**src/rtl/pid_pkg.sv**
```systemverilog
package pid_pkg;

    typedef enum logic {
        ST_EMPTY   = 1'b0,
        ST_HOLDING = 1'b1
    } pid_state_e;

endpackage

```
**src/rtl/pid_wr_merge.sv**
```systemverilog
module pid_wr_merge #(
    parameter int NPROC = 64,
    parameter int NWR   = 4,
    parameter int IDW   = 6
) (
    input  logic [NWR-1:0]     wr_en,
    input  logic [NWR*IDW-1:0] wr_id,
    output logic [NPROC-1:0]   post_mask
);

    // OR all posts into one mask; duplicates collapse to one bit
    always_comb begin
        post_mask = '0;
        for (int w = 0; w < NWR; w++) begin
            if (wr_en[w]) begin
                post_mask[wr_id[w*IDW +: IDW]] = 1'b1;
            end
        end
    end

endmodule

```
**src/rtl/pid_prio_pick.sv**
```systemverilog
module pid_prio_pick #(
    parameter int NPROC = 64,
    parameter int IDW   = 6
) (
    input  logic [NPROC-1:0] avail,
    input  logic             take,
    output logic             hit,
    output logic [IDW-1:0]   id,
    output logic [NPROC-1:0] remain
);

    // highest set bit wins: later iterations overwrite earlier ones
    always_comb begin
        hit = 1'b0;
        id  = '0;
        for (int p = 0; p < NPROC; p++) begin
            if (avail[p]) begin
                hit = 1'b1;
                id  = p[IDW-1:0];
            end
        end
    end

    always_comb begin
        remain = avail;
        if (take && hit) begin
            remain[id] = 1'b0;
        end
    end

endmodule

```
**src/rtl/pid_dispatch.sv**
```systemverilog
module pid_dispatch
    import pid_pkg::*;
#(
    parameter  int NPROC = 64,
    parameter  int NWR   = 4,
    parameter  int NRD   = 4,
    localparam int IDW   = $clog2(NPROC)
) (
    input  logic               clk,
    input  logic               rst,
    input  logic [NWR-1:0]     wr_en,
    input  logic [NWR*IDW-1:0] wr_id,
    input  logic [NRD-1:0]     rd_en,
    output logic [NRD-1:0]     rd_valid,
    output logic [NRD*IDW-1:0] rd_id,
    output logic               empty
);

    pid_state_e       state;
    pid_state_e       state_nxt;
    logic [NPROC-1:0] pending;
    logic [NPROC-1:0] post_mask;
    logic [NPROC-1:0] avail [0:NRD];
    logic [NRD-1:0]   hit;
    logic [IDW-1:0]   pick_id [0:NRD-1];
    logic             past_ok;

    pid_wr_merge #(
        .NPROC (NPROC),
        .NWR   (NWR),
        .IDW   (IDW)
    ) u_merge (
        .wr_en     (wr_en),
        .wr_id     (wr_id),
        .post_mask (post_mask)
    );

    // writes land before any read looks at the set
    assign avail[0] = pending | post_mask;

    // chain of pickers, one per read port, in port order
    for (genvar k = 0; k < NRD; k++) begin : g_pick
        pid_prio_pick #(
            .NPROC (NPROC),
            .IDW   (IDW)
        ) u_pick (
            .avail  (avail[k]),
            .take   (rd_en[k]),
            .hit    (hit[k]),
            .id     (pick_id[k]),
            .remain (avail[k+1])
        );
    end

    // next state: post / drain / hold
    always_comb begin
        unique case (state)
            ST_EMPTY:   state_nxt = (|avail[NRD]) ? ST_HOLDING : ST_EMPTY;
            ST_HOLDING: state_nxt = (|avail[NRD]) ? ST_HOLDING : ST_EMPTY;
        endcase
    end

    always_ff @(posedge clk) begin
        if (rst) begin
            state   <= ST_EMPTY;
            pending <= '0;
        end else begin
            state   <= state_nxt;
            pending <= avail[NRD];
        end
    end

    always_ff @(posedge clk) begin
        if (rst) begin
            rd_valid <= '0;
            rd_id    <= '0;
        end else begin
            for (int k = 0; k < NRD; k++) begin
                rd_valid[k]           <= rd_en[k] && hit[k];
                rd_id[k*IDW +: IDW]   <= (rd_en[k] && hit[k]) ? pick_id[k] : '0;
            end
        end
    end

    assign empty = (state == ST_EMPTY);

    always_ff @(posedge clk) begin
        if (rst) past_ok <= 1'b0;
        else     past_ok <= 1'b1;
    end

    AST_RESET_CLEARS: assert property (@(posedge clk)
        rst |=> (empty && rd_valid == '0));

    AST_EMPTY_TRACKS_SET: assert property (@(posedge clk) disable iff (rst)
        empty == (pending == '0));

    for (genvar k = 0; k < NRD; k++) begin : g_ast
        AST_IDLE_ID_ZERO: assert property (@(posedge clk) disable iff (rst)
            !rd_valid[k] |-> rd_id[k*IDW +: IDW] == '0);

        AST_TAKEN_CLEARED: assert property (@(posedge clk) disable iff (rst)
            rd_valid[k] |-> !pending[rd_id[k*IDW +: IDW]]);

        AST_GRANT_HAS_SOURCE: assert property (@(posedge clk) disable iff (rst)
            (past_ok && rd_valid[k]) |-> ($past(rd_en[k]) && ($past(!empty) || $past(|wr_en))));

        for (genvar j = 0; j < k; j++) begin : g_pair
            AST_PORT_DESCEND: assert property (@(posedge clk) disable iff (rst)
                (rd_valid[j] && rd_valid[k]) |-> rd_id[j*IDW +: IDW] > rd_id[k*IDW +: IDW]);
        end
    end

endmodule

```
**config.mk**
```make
export PLATFORM = sky130hd
export DESIGN_NAME = pid_dispatch
export DESIGN_NICKNAME = d
export VERILOG_FILES = /design/src/rtl/pid_pkg.sv /design/src/rtl/pid_wr_merge.sv /design/src/rtl/pid_prio_pick.sv /design/src/rtl/pid_dispatch.sv
export SDC_FILE = /design/constraint.sdc
export NUM_CORES = 1
export LEC_CHECK = 0
export CAP_MARGIN = 15
export CORE_UTILIZATION = 40
export CTS_CLUSTER_DIAMETER = 200
export DETAILED_ROUTE_END_ITERATION = 8
export MAX_ROUTING_LAYER = met4
export PLACE_DENSITY = 0.67
export SLEW_MARGIN = 0
export SYNTH_ARGS = -nofsm -noshare
export SYNTH_HDL_FRONTEND = slang
export SYNTH_SLANG_ARGS = --single-unit
```
**constraint.sdc**
```tcl
create_clock -name clk -period 17.9 [get_ports clk]
set_clock_uncertainty 0.05 [all_clocks]
set_input_delay 2.685 -clock clk [delete_from_list [all_inputs] [get_ports clk]]
set_output_delay 2.685 -clock clk [all_outputs]
set_load 0.02 [all_outputs]
```
; ---- Yosys cells after proc, flatten, opt, wreduce, memory -nomap -nowiden
; Index checks and enable logic that the tools add are counted.
[word_totals]
regBits = 93
output_inout_bits = 29
[op_classes]
n_lt_le_gt_ge = 16
mux = 533
bitwise = 17
n_reduce_logical = 17
[ops]
columns = op, count
row1 = $mux 6, 128
row2 = $mux 64, 8
row3 = $mux 5, 64
row4 = $mux 1, 269
row5 = $and 64x64->64, 4
row6 = $not 64->64, 4
row7 = $or 64x64->64, 4
row8 = $mux 4, 32
row9 = $reduce_or 64->1, 1
row10 = $lt 6x7->1 const B, 8
row11 = $demux 1 s6, 8
row12 = $ge 6x1->1 const B, 8
row13 = $mux 3, 16
row14 = $mux 2, 8
row15 = $logic_and 1x1->1, 12
row16 = $reduce_or 2->1, 4
row17 = $not 1->1, 5

; ---- Longest topological paths before layout
[logic_depth]
word_depth = 294
mapped_depth = 45
ltp_nobuf = 32

; ---- Hierarchy
; From an unflattened synthesis, not the netlist that was laid out.
[hier_totals]
cells_unflattened = 1590
hier_area_um2 = 11542.3
[modules_own_cells]
columns = mod, instances, cells_per_inst, area_per_inst_um2, seq_area_each_um2
row1 = pid_prio_pick, 4, 241, 1524.0, 0.0
row2 = pid_dispatch, 1, 283, 3030.4, 1861.8
row3 = pid_wr_merge, 1, 343, 2416.1, 0.0

; ---- Least setup slack after synthesis
; Ideal clock, no wire load.
[synth_path]
path_type = input to register
startpoint = input wr_id[12]
endpoint = register state
setup_time_ns = 0.140
arrival_time_ns = 11.988
required_ns = 17.710
path_slack_ns = 5.722
path_stages = 36
path_cell_list = buf_2 or3b_1 buf_2 nor2_1 or4_1 or4_1 or4_4 o211a_1 or4_4 a211o_1 a2111o_1 a211oi_2 o21ai_1 a211o_1 a21oi_2 o21a_4 mux2_2 o31a_1 or4b_1 o211ai_1 a31oi_2 or2_1 buf_2 o31ai_2 and2_1 nor3b_2 inv_2 o41ai_2 nand4_2 or3b_1 buf_2 o21ai_0 nand4_1 nor4b_1 o2111a_1 a41oi_1
[synth_via]
elab_chain_len = 291
word_cells_on_any_way = 556
cone_classes = order compare: 10 / mux: 525 / bitwise: 11 / reduce/logical: 10
[synth_rtl]
columns = item, line
row1 = from (decl), pid_dispatch.sv:12  ; input logic [NWR*IDW-1:0] wr_id,
row2 = $lt 6x7->1 (not written as such) / $ge 6x1->1 (equally long branches), pid_wr_merge.sv:16  ; post_mask[wr_id[w*IDW +: IDW]] = 1'b1;
row3 = $logic_and 1x1->1 (not written as such), pid_wr_merge.sv:16
row4 = $mux 1 (not written as such), pid_wr_merge.sv:16
row5 = $demux 1 s6 *, n/a
row6 = $or 64x64->64 (no line) *, n/a
row7 = $mux 64 *, pid_wr_merge.sv:15  ; if (wr_en[w]) begin
row8 = $or 64x64->64 (no line), n/a
row9 = $mux 64 *, pid_wr_merge.sv:15
row10 = [275 not listed], n/a
row11 = $logic_and 1x1->1 (not written as such), pid_prio_pick.sv:27  ; remain[id] = 1'b0;
row12 = $mux 1 (not written as such), pid_prio_pick.sv:27
row13 = $demux 1 s6, n/a
row14 = $not 64->64 (no line), n/a
row15 = $and 64x64->64 (no line), n/a
row16 = $mux 64 *, pid_prio_pick.sv:26  ; if (take && hit) begin
row17 = $reduce_or 64->1 *, "pid_dispatch.sv:58, pid_dispatch.sv:59"
row18 = $mux 1 *, "pid_dispatch.sv:58, pid_dispatch.sv:59"
row19 = to (signal assigned), pid_dispatch.sv:68  ; state <= state_nxt;
row20 = to (decl), pid_dispatch.sv:19  ; pid_state_e state;
; Mark *: on every way between the ends. The rest lies on a longest branch, timed or not.
; A chain may end at the register's enable or synchronous reset.

; ---- Worst setup path after layout
[layout_path]
startpoint = input wr_id[0]
endpoint = register state
[layout_via]
elab_chain_len = 294
word_cells_on_any_way = 559
cone_classes = order compare: 10 / mux: 527 / bitwise: 12 / reduce/logical: 10
[layout_rtl]
columns = item, line
row1 = $lt 6x7->1 (not written as such) / $ge 6x1->1 (equally long branches), pid_wr_merge.sv:16
row2 = $logic_and 1x1->1 (not written as such), pid_wr_merge.sv:16
row3 = $mux 1 (not written as such), pid_wr_merge.sv:16
row4 = $demux 1 s6 *, n/a
row5 = $mux 64 *, pid_wr_merge.sv:15
row6 = $or 64x64->64 (no line), n/a
row7 = $mux 64 *, pid_wr_merge.sv:15
row8 = $or 64x64->64 (no line), n/a
row9 = [278 not listed], n/a
row10 = $logic_and 1x1->1 (not written as such), pid_prio_pick.sv:27
row11 = $mux 1 (not written as such), pid_prio_pick.sv:27
row12 = $demux 1 s6, n/a
row13 = $not 64->64 (no line), n/a
row14 = $and 64x64->64 (no line), n/a
row15 = $mux 64 *, pid_prio_pick.sv:26
row16 = $reduce_or 64->1 *, "pid_dispatch.sv:58, pid_dispatch.sv:59"
row17 = $mux 1 *, "pid_dispatch.sv:58, pid_dispatch.sv:59"
; Marks and branches as above.

==> metrics.yaml <==
run_status:
  status: "complete, no violations"
logic_synthesis:
  syn-num-nets: 2051
  syn_inst: 2017
  synthFlopType: "dfxtp_1"
  ys_ff_latch: 93
  ys_seq_area_frac: 0.135
  synth.avg_cell_area_um2: 6.86
  synth_commonest_cells: "nor2_1 (227), nand2_1 (146), a21oi_1 (110)"
  yosysTopAreaCellShare: 0.135
  synth-edff-count: 0
  synth_area_um2: 13800
  async_flop_share: 0
  yosysMostFrequentCell: "nor2_1"
  synth_warnings: 0
  synth_area_leaders: "dfxtp_1 (13%), nor2_1 (6.2%), o22ai_1 (4.1%)"
  synth_area_leader_cell: "dfxtp_1"
  synth_cell_types: 116
global_routing:
  grt-ovfl-total: 0
  grtUsageMet3: 0.182
  grt_start_max_net_pins: 44
  grt_pass1_vias: 18062
  grt-busiest-layer: "met2"
  grt_pass1_wl_um: 128000
  antenna_found_initial: 3
  globalRouteMet2Util: 0.703
  met1_usage: 0.622
  grt_usage: 0.511
clocking:
  clockRootBuffer: "clkbuf_16"
  cts_hold_buf: 0
  ctsResizeCount: 0
  post_cts_buffers: 0
  tritoncts.num_buffers: 9
  clkTransAtPathRegs_ns: 0.10
  cts.sinks: 93
  cts-htree-levels: 3
  clock_path_buffers: 2
  insertion_delay_ns: 0.40
  cts_tree: "done"
layout:
  final_nets: 2063
  drive_gt1_frac: 0.101
  postLayoutCellArea_um2: 15200
  syn_to_final_growth_pct: 10.0
  num-fill-cells: 3556
drt:
  vias_per_cell: 7.98
  routedWlPerCell_um: 36.1
  drt_pre_antenna_iters: 6
  totalWireLength_um: 89800
  postRouteAntennaNets: 0
  dr.first_iter.drc_count: 3657
  drc: 0
  num_vias: 19839
placed_design:
  hpwl_um: 72000
  postPlaceCellArea_um2: 14900
  place_congestion: 1.16
  portBuffers: 62
critical_path:
  cp.required_ns: 18.10
  ff2ff_setup_slack_ns: 3.83
  cpLargestDelayFamily: "compound AO/OA/AOI/OAI gates"
  slowest_stage: "o31ai_1"
  rr_startpoint: "pending[56]"
  crit_top_cell: "nand2_1"
  crit_path_end_kind: "flop"
  arrival_ns: 17.59
  r2r-end: "state"
  cp-start-kind: "input pin"
  path_buf_inv: 2
  r2r_cells: 31
  worst-setup-path-type: "input pin to flop"
  crit_path_max_incr_delay_ns: 0.96
  crit_path_max_fanout: 20
job:
  cap_violations: 0
sta:
  rsz0062_at_grt: "no"
  fin_crit_sh: 0.972
  finalHoldViolCount: 0
  slew_headroom: 0.158
  fin_setup_tns_ns: 0
  fmax_ghz: 0.0575
  tightest_slew_ns: 1.25
  min_period_ns: 17.39
  setup_violations: 0
  report.final.slew_viol_count: 0
pwr:
  p_leak_nw: 5.56
  ir_worst_vdd_uv: 69.2
  p_per_area_nw_per_um2: 119
die:
  die-width_um: 188
  fp.dieH_um: 188
  io_pins: 63
  fp-row-count: 67
  initial_core_util: 0.409
  core_area_um2: 33800
  die-area_um2: 35300
worst_hold_path:
  hold_end: "rd_id[4]"
  min_path_type: "flop to flop"
  hold_depth: 4
  worstHoldStart: "pending[48]"
final cells by class:
| class | count | area, um2 | area share |
|---|---|---|---|
| diodes | 4 | 10.0 | 0.000658 |
| clock buffers | 9 | 225 | 0.0148 |
| clock inverters | 7 | 77.6 | 0.00510 |
| inverters | 28 | 105 | 0.00691 |
| multi-input cells | 1762 | 11200 | 0.737 |
| flip-flops and latches | 93 | 1860 | 0.122 |
| well taps | 448 | 561 | 0.0368 |
| repair buffers | 135 | 1160 | 0.0763 |
worst register-to-register path, delay by kind of cell (launching register included):
family / cells / cell delay, ns
AND/OR/NAND/NOR: 12 / 5.25
buffers and inverters: 1 / 0.20
flip-flops: 1 / 0.40
AO/OA/AOI/OAI: 18 / 8.04
flip-flops by register name (all words and copies together), names as in the netlist:
signal    flops
rd_valid      4
pending      64
rd_id        24
state         1
power by group:
part / internal (mW) / leakage (nW) / switching [mW] / total, mW
clock network: 0.0988 / 0.137 / 0.109 / 0.208
logic: 0.362 / 4.66 / 0.999 / 1.36
registers: 0.224 / 0.757 / 0.0103 / 0.234
total: 0.685 / 5.56 / 1.12 / 1.80
cells in the final DEF, fill, tap and decap left out, drive strengths merged, types with 10 or more instances in the layout:
cell type      netlist  final
a21oi              111    111
clkdlybuf4s50        0     62
and2                57     57
nand3               61     61
o211ai              50     50
a21o                21     21
nand2              146    146
o41ai               10     10
o31a                18     18
o31ai               37     37
buf                 75     73
nand4b              19     19
a211o               14     14
o211a               13     13
nand3b              15     15
a211oi              51     51
a41oi               21     21
a31oi               61     61
dfxtp               93     93
or3b                17     17
nand2b              22     22
o21a                21     21
or3                 30     30
nor2b               14     14
inv                 28     30
nand4               47     47
a2111oi             16     16
nor4                73     73
a41o                11     11
a31o                22     22
or2                 26     26
o21bai              11     11
nor3                86     86
and3                21     21
nor2               229    229
o21ai              107    107
a21boi              15     15
nand4bb             12     12
o22ai               91     91
or4                 49     49
per-layer routing:
| layer | wire length, um | vias to the layer above |
|---|---|---|
| met5 | 0 | - |
| met2 | 35300 | 1852 |
| li1 | - | 8149 |
| met3 | 13100 | 499 |
| met1 | 34000 | 9339 |
| met4 | 7430 | 0 |
cells by family (layout without fill, tap and decap cells):
group	count (synthesis)	in the layout	synth area share
flip-flops	93	93	0.135
XOR/XNOR	1	1	0.000633
AO/OA/AOI/OAI	790	790	0.415
other	0	4	0
adder cells (fa/ha/maj)	3	3	0.00217
AND/OR/NAND/NOR	960	960	0.386
multiplexers	8	8	0.00606
buffers and inverters	162	179	0.0558
worst max path at each step:
stage,endpoint,startpoint,slack [ns],depth (start not counted)
after CTS,state,wr_id[0],1.16,34
final,state,wr_id[0],0.51,34
after global placement,state,wr_en[0],0.80,33
after floorplan,state,wr_id[12],5.72,36
after global routing,state,wr_id[0],0.06,34
after detailed placement,state,wr_id[0],0.79,34
through the flow:
| stage | util | std cells | setup slack [ns] | power (mW) | hold WS (ns) |
|---|---|---|---|---|---|
| 2_1_floorplan | - | 2017 | 5.72 | 1.08 | 0.663 |
| 3_3_place_gp | 0.441 | 2463 | 0.803 | 1.52 | 0.829 |
| 3_5_place_dp | 0.441 | 2465 | 0.793 | 1.51 | 0.866 |
| 4_1_cts | 0.450 | 2481 | 1.16 | 1.72 | 0.912 |
| 5_1_grt | 0.450 | 2485 | 0.0554 | 1.85 | 1.01 |
| 6_report | 0.450 | 2486 | 0.507 | 1.80 | 0.955 |
Power figures use the tool's default switching activity.
